### src/rtl/sdram_wr_pkg.sv
package sdram_wr_pkg;

    typedef enum logic [1:0] {
        CMD_NOP       = 2'b00,
        CMD_WRITE     = 2'b01,
        CMD_PRECHARGE = 2'b10,
        CMD_RSVD      = 2'b11
    } cmd_e;

    localparam logic [2:0] BLEN_1    = 3'd0;
    localparam logic [2:0] BLEN_2    = 3'd1;
    localparam logic [2:0] BLEN_4    = 3'd2;
    localparam logic [2:0] BLEN_8    = 3'd3;
    localparam logic [2:0] BLEN_PAGE = 3'd7;

    // Beats in a fixed burst; zero marks the unbounded page mode.
    function automatic logic [3:0] blen_span(input logic [2:0] code);
        case (code)
            BLEN_2:    return 4'd2;
            BLEN_4:    return 4'd4;
            BLEN_8:    return 4'd8;
            BLEN_PAGE: return 4'd0;
            default:   return 4'd1;
        endcase
    endfunction

endpackage

### src/rtl/burst_ctrl.sv
module burst_ctrl
    import sdram_wr_pkg::*;
#(
    parameter int NUM_BANKS = 2,
    parameter int NUM_COLS  = 16,
    localparam int BW = $clog2(NUM_BANKS),
    localparam int CW = $clog2(NUM_COLS)
) (
    input  logic          clk,
    input  logic          rst,
    input  logic [1:0]    cmd,
    input  logic [BW-1:0] cmd_bank,
    input  logic [CW-1:0] cmd_col,
    input  logic          cmd_ap,
    input  logic [2:0]    bl_code,
    output logic          we,
    output logic [BW-1:0] we_bank,
    output logic [CW-1:0] we_col,
    output logic          pre_req,
    output logic [BW-1:0] pre_bank
);

    typedef struct packed {
        logic          busy;
        logic          page;
        logic          ap;
        logic [BW-1:0] bank;
        logic [CW-1:0] col;
        logic [CW-1:0] wrap;
        logic [3:0]    left;
    } burst_t;

    burst_t        cur, nxt;
    logic          pre_n;
    logic [BW-1:0] preb_n;
    logic [3:0]    span;
    logic          is_wr, is_pre;

    function automatic logic [CW-1:0] step_col(input logic [CW-1:0] c,
                                               input logic [CW-1:0] w);
        logic [CW-1:0] inc;
        inc = c + 1'b1;
        return (c & ~w) | (inc & w);
    endfunction

    assign is_wr  = (cmd == CMD_WRITE);
    assign is_pre = (cmd == CMD_PRECHARGE);
    assign span   = blen_span(bl_code);

    always_comb begin
        nxt     = cur;
        pre_n   = 1'b0;
        preb_n  = pre_bank;
        we      = 1'b0;
        we_bank = cur.bank;
        we_col  = cur.col;
        if (is_wr) begin
            we        = 1'b1;
            we_bank   = cmd_bank;
            we_col    = cmd_col;
            nxt.page  = (span == 4'd0);
            nxt.wrap  = (span == 4'd0) ? '1 : CW'(span - 4'd1);
            nxt.bank  = cmd_bank;
            nxt.ap    = cmd_ap;
            nxt.col   = step_col(cmd_col, nxt.wrap);
            nxt.left  = (span == 4'd0) ? 4'd0 : span - 4'd1;
            nxt.busy  = (span == 4'd0) || (span > 4'd1);
            if (!nxt.busy && cmd_ap) begin
                pre_n  = 1'b1;
                preb_n = cmd_bank;
            end
        end else if (cur.busy && is_pre) begin
            nxt.busy = 1'b0;
        end else if (cur.busy) begin
            we      = 1'b1;
            nxt.col = step_col(cur.col, cur.wrap);
            if (!cur.page) begin
                nxt.left = cur.left - 4'd1;
                if (cur.left == 4'd1) begin
                    nxt.busy = 1'b0;
                    if (cur.ap) begin
                        pre_n  = 1'b1;
                        preb_n = cur.bank;
                    end
                end
            end
        end
        if (rst) we = 1'b0;
    end

    always_ff @(posedge clk) begin
        if (rst) begin
            cur      <= '0;
            pre_req  <= 1'b0;
            pre_bank <= '0;
        end else begin
            cur      <= nxt;
            pre_req  <= pre_n;
            pre_bank <= preb_n;
        end
    end

endmodule

### src/rtl/word_array.sv
module word_array #(
    parameter int NUM_BANKS = 2,
    parameter int NUM_COLS  = 16,
    parameter int DATA_W    = 32,
    localparam int BW    = $clog2(NUM_BANKS),
    localparam int CW    = $clog2(NUM_COLS),
    localparam int LANES = DATA_W / 8,
    localparam int DEPTH = NUM_BANKS * NUM_COLS
) (
    input  logic              clk,
    input  logic              rst,
    input  logic              we,
    input  logic [BW-1:0]     wr_bank,
    input  logic [CW-1:0]     wr_col,
    input  logic [DATA_W-1:0] wr_data,
    input  logic [LANES-1:0]  wr_mask,
    input  logic [BW-1:0]     rd_bank,
    input  logic [CW-1:0]     rd_col,
    output logic [DATA_W-1:0] rd_data
);

    logic [BW+CW-1:0] wr_idx, rd_idx;
    assign wr_idx = {wr_bank, wr_col};
    assign rd_idx = {rd_bank, rd_col};

    for (genvar l = 0; l < LANES; l++) begin : g_lane
        logic [7:0] lane_mem [DEPTH];

        always_ff @(posedge clk) begin
            if (rst) begin
                for (int i = 0; i < DEPTH; i++) lane_mem[i] <= '0;
            end else if (we && !wr_mask[l]) begin
                lane_mem[wr_idx] <= wr_data[8*l +: 8];
            end
        end

        assign rd_data[8*l +: 8] = lane_mem[rd_idx];
    end

endmodule

### src/rtl/sdram_wr_capture.sv
module sdram_wr_capture
    import sdram_wr_pkg::*;
#(
    parameter int NUM_BANKS = 2,
    parameter int NUM_COLS  = 16,
    parameter int DATA_W    = 32,
    localparam int BANK_BITS = $clog2(NUM_BANKS),
    localparam int COL_BITS  = $clog2(NUM_COLS),
    localparam int LANES     = DATA_W / 8
) (
    input  logic                 clk,
    input  logic                 rst,
    input  logic [1:0]           cmd,
    input  logic [BANK_BITS-1:0] bank,
    input  logic [COL_BITS-1:0]  col,
    input  logic                 auto_pre,
    input  logic [2:0]           burst_len,
    input  logic [DATA_W-1:0]    din,
    input  logic [LANES-1:0]     dmask,
    output logic                 wr_active,
    output logic                 pre_req,
    output logic [BANK_BITS-1:0] pre_bank,
    input  logic [BANK_BITS-1:0] rd_bank,
    input  logic [COL_BITS-1:0]  rd_col,
    output logic [DATA_W-1:0]    rd_data
);

    logic                 we;
    logic [BANK_BITS-1:0] we_bank;
    logic [COL_BITS-1:0]  we_col;

    burst_ctrl #(
        .NUM_BANKS(NUM_BANKS),
        .NUM_COLS (NUM_COLS)
    ) u_ctrl (
        .clk     (clk),
        .rst     (rst),
        .cmd     (cmd),
        .cmd_bank(bank),
        .cmd_col (col),
        .cmd_ap  (auto_pre),
        .bl_code (burst_len),
        .we      (we),
        .we_bank (we_bank),
        .we_col  (we_col),
        .pre_req (pre_req),
        .pre_bank(pre_bank)
    );

    word_array #(
        .NUM_BANKS(NUM_BANKS),
        .NUM_COLS (NUM_COLS),
        .DATA_W   (DATA_W)
    ) u_array (
        .clk    (clk),
        .rst    (rst),
        .we     (we),
        .wr_bank(we_bank),
        .wr_col (we_col),
        .wr_data(din),
        .wr_mask(dmask),
        .rd_bank(rd_bank),
        .rd_col (rd_col),
        .rd_data(rd_data)
    );

    assign wr_active = we;

endmodule

### config.mk
export PLATFORM = sky130hd
export DESIGN_NAME = sdram_wr_capture
export DESIGN_NICKNAME = d
export VERILOG_FILES = /design/src/rtl/sdram_wr_pkg.sv /design/src/rtl/burst_ctrl.sv /design/src/rtl/word_array.sv /design/src/rtl/sdram_wr_capture.sv
export SDC_FILE = /design/constraint.sdc
export NUM_CORES = 1
export LEC_CHECK = 0
export CORE_MARGIN = 2
export CORE_UTILIZATION = 50
export DETAILED_ROUTE_END_ITERATION = 10
export DONT_BUFFER_PORTS = 1
export PLACE_DENSITY = 0.74
export SYNTH_ARGS = -nofsm -noshare
export SYNTH_HDL_FRONTEND = slang
export SYNTH_HIERARCHICAL = 1
export SYNTH_SLANG_ARGS = --single-unit
### constraint.sdc
create_clock -name clk -period 4.3 [get_ports clk]
set_clock_uncertainty 0.2 [all_clocks]
set_input_delay 1.29 -clock clk [delete_from_list [all_inputs] [get_ports clk]]
set_output_delay 1.29 -clock clk [all_outputs]
set_load 0.01 [all_outputs]
# [Word-level counts from Yosys, hierarchy flattened]
# Memories as Yosys holds them, arrays and structs flattened.
# Cells that the tools add are included.
[word_totals] ff_bits=18 mem_bits_rw=1024 inputBits=54 out_inout_bits=35 elab_cells=120 memories=4
[op_classes] add_sub_neg=4 n_lt_le_gt_ge=1 eq_ne=10 mux=61 bitwise_logic=8 reduce_logical=23
[mem_list] memory="u_array.g_lane[0].lane_mem" depth=32 word_bits=8 rd=1 rd_clocked_by_memory_dff=0 wr=32 line="word_array.sv:27" source="logic [7:0] lane_mem [DEPTH];"
[mem_list] memory="u_array.g_lane[1].lane_mem" depth=32 word_bits=8 rd=1 rd_clocked_by_memory_dff=0 wr=32 line="word_array.sv:27"
[mem_list] memory="u_array.g_lane[2].lane_mem" depth=32 word_bits=8 rd=1 rd_clocked_by_memory_dff=0 wr=32 line="word_array.sv:27"
[mem_list] memory="u_array.g_lane[3].lane_mem" depth=32 word_bits=8 rd=1 rd_clocked_by_memory_dff=0 wr=32 line="word_array.sv:27"
[op_table] operator="$mux W1" n=42
[op_table] operator="$mux W4" n=10
[op_table] operator="$mux W8" n=4
[op_table] operator="$reduce_or A8 Y1" n=4
[op_table] operator="$mux W5" n=4
[op_table] operator="$and A4 B4 Y4" n=4
[op_table] operator="$pmux W4 S4" n=1
[op_table] operator="$add A4 B1 Y4 const B" n=2
[op_table] operator="$not A4 Y4" n=2
[op_table] operator="$or A4 B4 Y4" n=2
[op_table] operator="$sub A4 B1 Y4 const B" n=2
[op_table] operator="$eq A3 B2 Y1 const B" n=2
[op_table] operator="$logic_and A1 B1 Y1" n=6
[op_table] operator="$reduce_and A6 Y1" n=1
[op_table] operator="$reduce_bool A2 Y1" n=3
[op_table] operator="$logic_not A1 Y1" n=5
[op_table] operator="$eq A4 B1 Y1 const B" n=1
[op_table] operator="$gt A4 B1 Y1 const B" n=1
[op_table] operator="$logic_not A4 Y1" n=1
[op_table] operator="$ne A2 B2 Y1 const B" n=2
[op_table] operator="$eq A3 B1 Y1 const B" n=1
[op_table] operator="$eq A3 B3 Y1 const B" n=1
[op_table] operator="$reduce_and A3 Y1" n=1
[op_table] operator="$eq A2 B1 Y1 const B" n=1
[op_table] operator="other kinds (4)" n=4

# [Longest topological paths before layout]
# Gate-level depths: netlist of run 1.
[logic_depth] word_depth=11 ltp_mapped=10 depth_no_buf=8

# [Cells and area by module]
# The synthesis of run 1 kept the hierarchy.
[by_module_without_submodules] mod="word_array" n_inst=1 cells_each=3637 area_per_inst_um2=48002.3 seq_area_each_um2=30749.5
[by_module_without_submodules] mod="burst_ctrl" n_inst=1 cells_each=136 area_per_inst_um2=1071.0 seq_area_each_um2=360.3

# [Worst setup path after synthesis of run 1]
# OpenSTA, ideal clock, no wires.
[synth_timing] kind="in2out" start="input port rd_col[1]" end="output port rd_data[22]" arrival_time_ns=2.399 required_time_ns=2.810 setup_slack_ns=0.411 stages=8 path_buffers=4 path_cell_list="buf_4 -> buf_6 -> buf_2 -> buf_4 -> mux2i_1 -> nand2_1 -> nand3_1 -> nand3_1"
[synth_via] elab_chain_cells=1
[synth_rtl] element="from (decl)" line="sdram_wr_capture.sv:24" source="input logic [COL_BITS-1:0] rd_col,"
[synth_rtl] element="$mem_v2 Z32 W8"
[synth_rtl] element="to (decl)" line="sdram_wr_capture.sv:25" source="output logic [DATA_W-1:0] rd_data"
# No other way between the ends.

# [Final worst setup path of run 1]
# Same ends and word-level chain as after synthesis.

==> metrics.txt, run 1 <==
Inst Count DP=4,963; Clock Tree Root=clkbuf_16; Final Non-Filler Cells=between 5,000 and 6,000; Warnings, synthesis=6; Placeable Area=97,000 sq um; largest area contributor in the netlist=edfxtp_1; detailed placement HPWL=approximately 75,000 microns; worst r2r src=u_ctrl/cur[15]; M1 WL=between 50,000 and 60,000 microns; Layout area overhead=10.2%; prevailing post-synth register cell=edfxtp_1; initial core utilization=approximately half; slowest CP cell=mux2i_1; EDFF count, synth=between 1,000 and 1,500; WHS Endpoint=u_ctrl/cur[13]; Netlist cell types=between 40 and 50; R2R cell count=8; FMAX=between 150 and 200 MHz; crit-path cells=mux2i_1 > a22o_1 > nor3_1 > a31oi_1 > nand3_1; H-tree depth=3; Cells after Synth=3,773; Detail Route Antenna Nets=0; Net Count, Synth=between 3,000 and 4,000; Worst R2R End=u_array/g_lane[1].lane_mem[18][4]; nature of the critical path endpoint=primary output; met2 WL=57,500 microns; TritonCTS clock tree=built; worst reg2reg setup slack=~1.0 ns; setup TNS=-21.32 ns; crit path DAT=3.75 ns; met3 WL=between 9000 and 10,000 microns; ranking of synthesized cells by area=edfxtp_1 (63%), and2_1 (13%), mux2i_1 (10%); Die Width=~320 microns; worst slew pin tran=1.93 ns; number of global-route vias before repair=roughly 30,000; Rel. slew slack=-28.6%; Leakage=21.1 nW; most frequent cells in the layout=and2_1 (1,024), edfxtp_1 (1,024), mux2i_1 (510), buf_4 (159), nand2_1 (154); Die H=317 microns; Max FO, Critical Path=~500; vias per cell=about 5.7; failing checks=slew limit, setup timing; Worst-path clk slew=0.05 ns; Final Critical Period=approximately 5.2 ns; wire length per cell=between 20 and 25 microns; register area share after synthesis=a little under two thirds; number of synthesized register bits=1,042; syn_area_per_cell=approximately 13 sq um; drt pass-1 iters=7; Resize count post-CTS=0; Overall Global Routing Usage=about a quarter; GP Congestion=between 0.8 and 0.9; GRT Residual Overflow=0; number of CTS-inserted buffers=between 100 and 150; fin. max-slew vios=approximately 200; Setup CP Type=in -> out; Max clock buf depth=3; Total Wirelength=121,000 microns; final hold vios=0; delay-heaviest family, CP=multiplexers; initial DRC count=3,138; row count=about 110; total die area=just over 100,000 sq um; hold slack=about 0.25 ns; pre-CTS setup slack=-0.0646 ns; final setup vio count=29; Port Buffers=0; setup ws final=-0.936 ns; via count=29,600; CP bufs+invs=0; critical path data required time=about 2.8 ns; maxcap violations=0; crit share post-route=122%; largest net degree at the start of global routing=between 500 and 600; Ports=89; first-pass GRT wire length=roughly 180,000 microns; mapped cell area=49,100 sq um; Post-CTS Setup Bufs=0; layout cells sized above 1=~12%; Sink Count=between 1,000 and 1,500; fillers=between 7,000 and 8,000; Worst path max stage delay=between 0.7 and 0.8 ns; Synth async-reset ratio=0%; drt drc=0; cell depth of the worst hold path=2; hold buffers post-CTS=0; share of the synthesized area in the top cell type=between 60% and 70%; Clock Latency Late Sink=0.67 ns; Max VDD drop=~270 uV; nets=between 3,000 and 4,000; critical path startpoint category=input port; status=finished, violations left; HP Start=u_ctrl/cur[13]; Pwr Density=~390 nW/um^2; max layer used=met5; worst min-delay path category=reg -> reg; initial antenna violation count=3
==> stage by stage <==
stage          util [%]  area (sq um)  total power, mW
2_1_floorplan         -         49100             12.8
3_5_place_dp       52.5         50900             13.0
5_1_grt            55.7         54100             21.8
6_report           55.7         54100             21.2
4_1_cts            55.7         54000             21.3
3_3_place_gp       52.5         50900             12.9
==> layer usage <==
layer | track usage, % | up-vias
met5 | 0 | -
met4 | 8.27 | 2
met3 | 4.08 | 209
met2 | 38.5 | 1170
met1 | 32.8 | 14700
li1 | - | 13500
==> state kept, by name (all words and copies together) (netlist names), named ones only <==
signal / cells
u_ctrl/pre_req: 1
u_array/g_lane.lane_mem: 1024
u_ctrl/pre_bank: 1
u_ctrl/cur: 13
==> how the worst max path moves through the flow <==
stage                   start                           endpoint  slack (ns)  cells past startpoint
floorplan           rd_col[1]                        rd_data[22]        0.41                      8
CTS                 rd_col[2]                        rd_data[24]        0.02                      6
detailed placement     cmd[0]  u_array/g_lane[3].lane_mem[10][1]       -0.06                      7
global placement       cmd[0]   u_array/g_lane[0].lane_mem[8][7]       -0.02                      6
finish              rd_col[1]                        rd_data[22]       -0.94                      5
global route        rd_col[1]                        rd_data[22]       -0.13                      5
==> worst register-to-register path, stage by stage (launching register included) <==
cell and delay (ns):
dfxtp_1 0.55, nand2_1 0.14, a21oi_1 0.22, nor2b_1 0.19
buf_4 0.25, nand2b_1 0.13, buf_4 0.24, nor2_1 0.65
or2_2 0.38
==> cells in the mapped netlist, drive strengths merged, types with 18 or more instances <==
| master | count |
|---|---|
| a22oi | 96 |
| dfxtp | 18 |
| mux2i | 512 |
| nor3 | 36 |
| or2 | 129 |
| clkbuf | 156 |
| a22o | 64 |
| and2 | 1026 |
| nor2 | 138 |
| buf | 103 |
| nand3 | 101 |
| a31oi | 34 |
| edfxtp | 1024 |
| nand2 | 155 |
| a21oi | 108 |
==> power breakdown <==
| group | leakage (nW) | internal (mW) | switching (mW) |
|---|---|---|---|
| Clock | 1.51 | 4.72 | 3.72 |
| Sequential | 10.8 | 11.5 | 0.102 |
| Combinational | 8.82 | 0.488 | 0.748 |
| Total | 21.1 | 16.7 | 4.57 |
==> logic make-up after synthesis <==
logic type	Yosys count	share of synthesized area, %
AND/OR/NAND/NOR	1622	18.9
flip-flops	1042	63.4
multiplexers	514	10.5
AO/OA/AOI/OAI	320	4.43
buffers and inverters	264	2.56
XOR/XNOR	7	0.125
adder cells (fa/ha/maj)	4	0.102
==> area by class of cell <==
type | instances | area, sq um | share of cell area, %
repair buffers | 173 | 1470 | 2.73
clock buffers | 140 | 2800 | 5.18
inverters | 5 | 18.8 | 0.0347
diodes | 3 | 7.51 | 0.0139
clock inverters | 47 | 307 | 0.567
well taps | 1276 | 1600 | 2.95
flip-flops and latches | 1042 | 31100 | 57.5
multi-input cells | 2467 | 16700 | 31.0
Power figures use the tool's default switching activity.
==> run 2, diff against run 1 <==
==> constraint.sdc (replaced) <==
create_clock -name clk -period 6.77 [get_ports clk]
set_clock_uncertainty 0.2 [all_clocks]
set_input_delay 2.031 -clock clk [delete_from_list [all_inputs] [get_ports clk]]
set_output_delay 2.031 -clock clk [all_outputs]
set_load 0.01 [all_outputs]
==> run 2 against run 1 <==
Net effect:
- critical path depth unchanged
- largest power group unchanged
- utilization shrank 1.3 points
- highest routed layer unchanged
- register-to-register slack better by 1.8 ns
- final cell count shrank 3.0%
- via count is 1.5% lower
- sequential power decreased by 37%
- hold slack got worse by 0.0045 ns
- power shrank 37%
- the flow now finishes without violations
- sequential cell count unchanged
==> metrics.txt, run 2 (synthesized netlist as in run 1, its figures left out) <==
hold buffers post-CTS=0 (unchanged); detailed placement HPWL=73,000 microns (was 75,200 microns); Rel. slew slack=7.40% (was -28.6%); initial DRC count=3,196 (was 3,138); drt pass-1 iters=6 (was 7); Leakage=20.3 nW (was 21.1 nW); layer with the highest usage=met2 (unchanged); final setup vio count=0 (was 29); worst min-delay path category=reg -> reg (unchanged); Max VDD drop=187 uV (was 273 uV); hold slack=0.249 ns (was 0.254 ns); slowest CP cell=mux2i_1 (unchanged); Overall Global Routing Usage=23.9% (about the same); drt drc=0 (unchanged); layout cells sized above 1=7.85% (was 11.5%); setup TNS=0 ns (was -21.32 ns); Port Buffers=0 (unchanged); Total Wirelength=122,000 microns (was 121,000 microns); Die H=317 microns (unchanged); met3 Use GR=4.99% (was 4.08%); number of global-route vias before repair=28,300 (was 29,200); Detail Route Antenna Nets=0 (unchanged); most frequent cells in the layout=and2_1 (1,024), edfxtp_1 (1,024), mux2i_1 (512), nand2_1 (154), nor2_1 (137) (was and2_1 (1,024), edfxtp_1 (1,024), mux2i_1 (510), buf_4 (159), nand2_1 (154)); number of CTS-inserted buffers=105 (unchanged); vias per cell=5.82 (was 5.74); Inst Count DP=4,814 (was 4,963); maxcap violations=0 (unchanged); Pwr Density=254 nW/um^2 (was 393 nW/um^2); Layout area overhead=7.58% (was 10.2%); first-pass GRT wire length=179,000 microns (about the same); final hold vios=0 (unchanged); met1 GRT Util=32.8% (about the same); Placeable Area=97,000 sq um (unchanged); Worst-path clk slew=0.05 ns (about the same); total die area=101,000 sq um (unchanged); fin. max-slew vios=0 (was 201); crit path DAT=4.08 ns (was 3.75 ns); Resize count post-CTS=0 (unchanged); H-tree depth=3 (unchanged); biggest regs=u_array/g_lane.lane_mem: 1024 flops, u_ctrl/cur: 13 flops (unchanged); Top reg by flops=u_array/g_lane.lane_mem (unchanged); nets=3,703 (was 3,852); nature of the critical path endpoint=primary output (unchanged); Placement Cell Area=49,700 sq um (was 50,900 sq um); Finished Core Util=54.4% (was 55.7%); delay-heaviest family, CP=multiplexers (unchanged); FMAX=about 160 MHz; GRT Residual Overflow=0 (unchanged); TritonCTS clock tree=built (unchanged); Clock Latency Late Sink=0.67 ns (about the same); Sink Count=1,042 (unchanged); met2 GRT Util=37.5% (was 38.5%); Post-CTS Setup Bufs=0 (unchanged); Ports=89 (unchanged); via count=29,100 (was 29,600); crit share post-route=93.2%; critical path startpoint category=input port (unchanged); CP bufs+invs=0 (unchanged); Max clock buf depth=3 (unchanged); Max FO, Critical Path=512 (unchanged); Final Critical Period=between 6 and 7 ns; RSZ-0062 raised after global routing=false; number of flip-flops in the largest register=1,024 (unchanged); initial antenna violation count=6 (was 3); initial core utilization=50.6% (unchanged); fin area=52,800 sq um (was 54,100 sq um); crit-path cells=mux2i_1 > a22o_1 > nor3_1 > a31oi_1 > nand3_1 (unchanged); Setup CP Type=in -> out (unchanged); worst slew pin tran=1.39 ns (was 1.93 ns); largest net degree at the start of global routing=513 (unchanged); status=finished clean (was finished, violations left); Die Width=317 microns (unchanged); Worst path max stage delay=0.66 ns (was 0.74 ns); Final Non-Filler Cells=5,000 (was 5,153); wire length per cell=24.4 microns (was 23.6 microns); GP Congestion=0.853 (was 0.835); row count=114 (unchanged); critical path data required time=4.54 ns (was 2.81 ns); Clock Tree Root=clkbuf_16 (unchanged)
==> run 2: through the flow <==
stage / worst slack [ns] / total power [mW]
2_1_floorplan: 1.40 / 8.10
3_3_place_gp: 0.883 / 8.20
3_5_place_dp: 0.878 / 8.22
4_1_cts: 0.868 / 13.5
5_1_grt: 0.767 / 13.8
6_report: 0.460 / 13.4
==> run 2: worst reg2reg max path, cell delays in order (launching register included) <==
cell and delay, ns:
dfxtp_1 0.36, inv_1 0.07, o21ai_0 0.80, nor2b_1 0.54, nand2_1 0.64, nor2_1 0.72
or2_2 0.35
==> run 2: final cells by class <==
cell class,count,area [sq um]
Fill cell,7842,44200
Sequential cell,1042,31100
Multi-Input combinational cell,2467,16700
Clock buffer,147,2870
Tap cell,1276,1600
Timing Repair Buffer,24,255
Clock inverter,36,201
Inverter,5,18.8
Antenna cell,3,7.51
==> run 2: path summary, 6_finish.rpt <==
| check | from | cells after the start | slack (ns) | end |
|---|---|---|---|---|
| worst min register to register | u_ctrl/cur[13] | 2 | 0.25 | u_ctrl/cur[13] |
| worst max-delay path | rd_col[1] | 5 | 0.46 | rd_data[2] |
| worst max register to register | u_ctrl/cur[8] | 6 | 2.80 | u_array/g_lane[0].lane_mem[9][0] |
| worst min-delay path | u_ctrl/cur[13] | 2 | 0.25 | u_ctrl/cur[13] |
==> run 2: where the power goes <==
group | internal, mW | switching (mW)
Sequential | 7.28 | 0.0629
Clock | 2.96 | 2.34
Combinational | 0.282 | 0.482
==> run 2: per-layer routing <==
metal | wire length, microns | up-vias | share of wire [%]
li1 | - | 13200 | -
met1 | 49900 | 14400 | 41
met2 | 56500 | 1278 | 46
met3 | 11100 | 218 | 9.1
met4 | 4500 | 4 | 3.7
met5 | 27 | - | 0.022
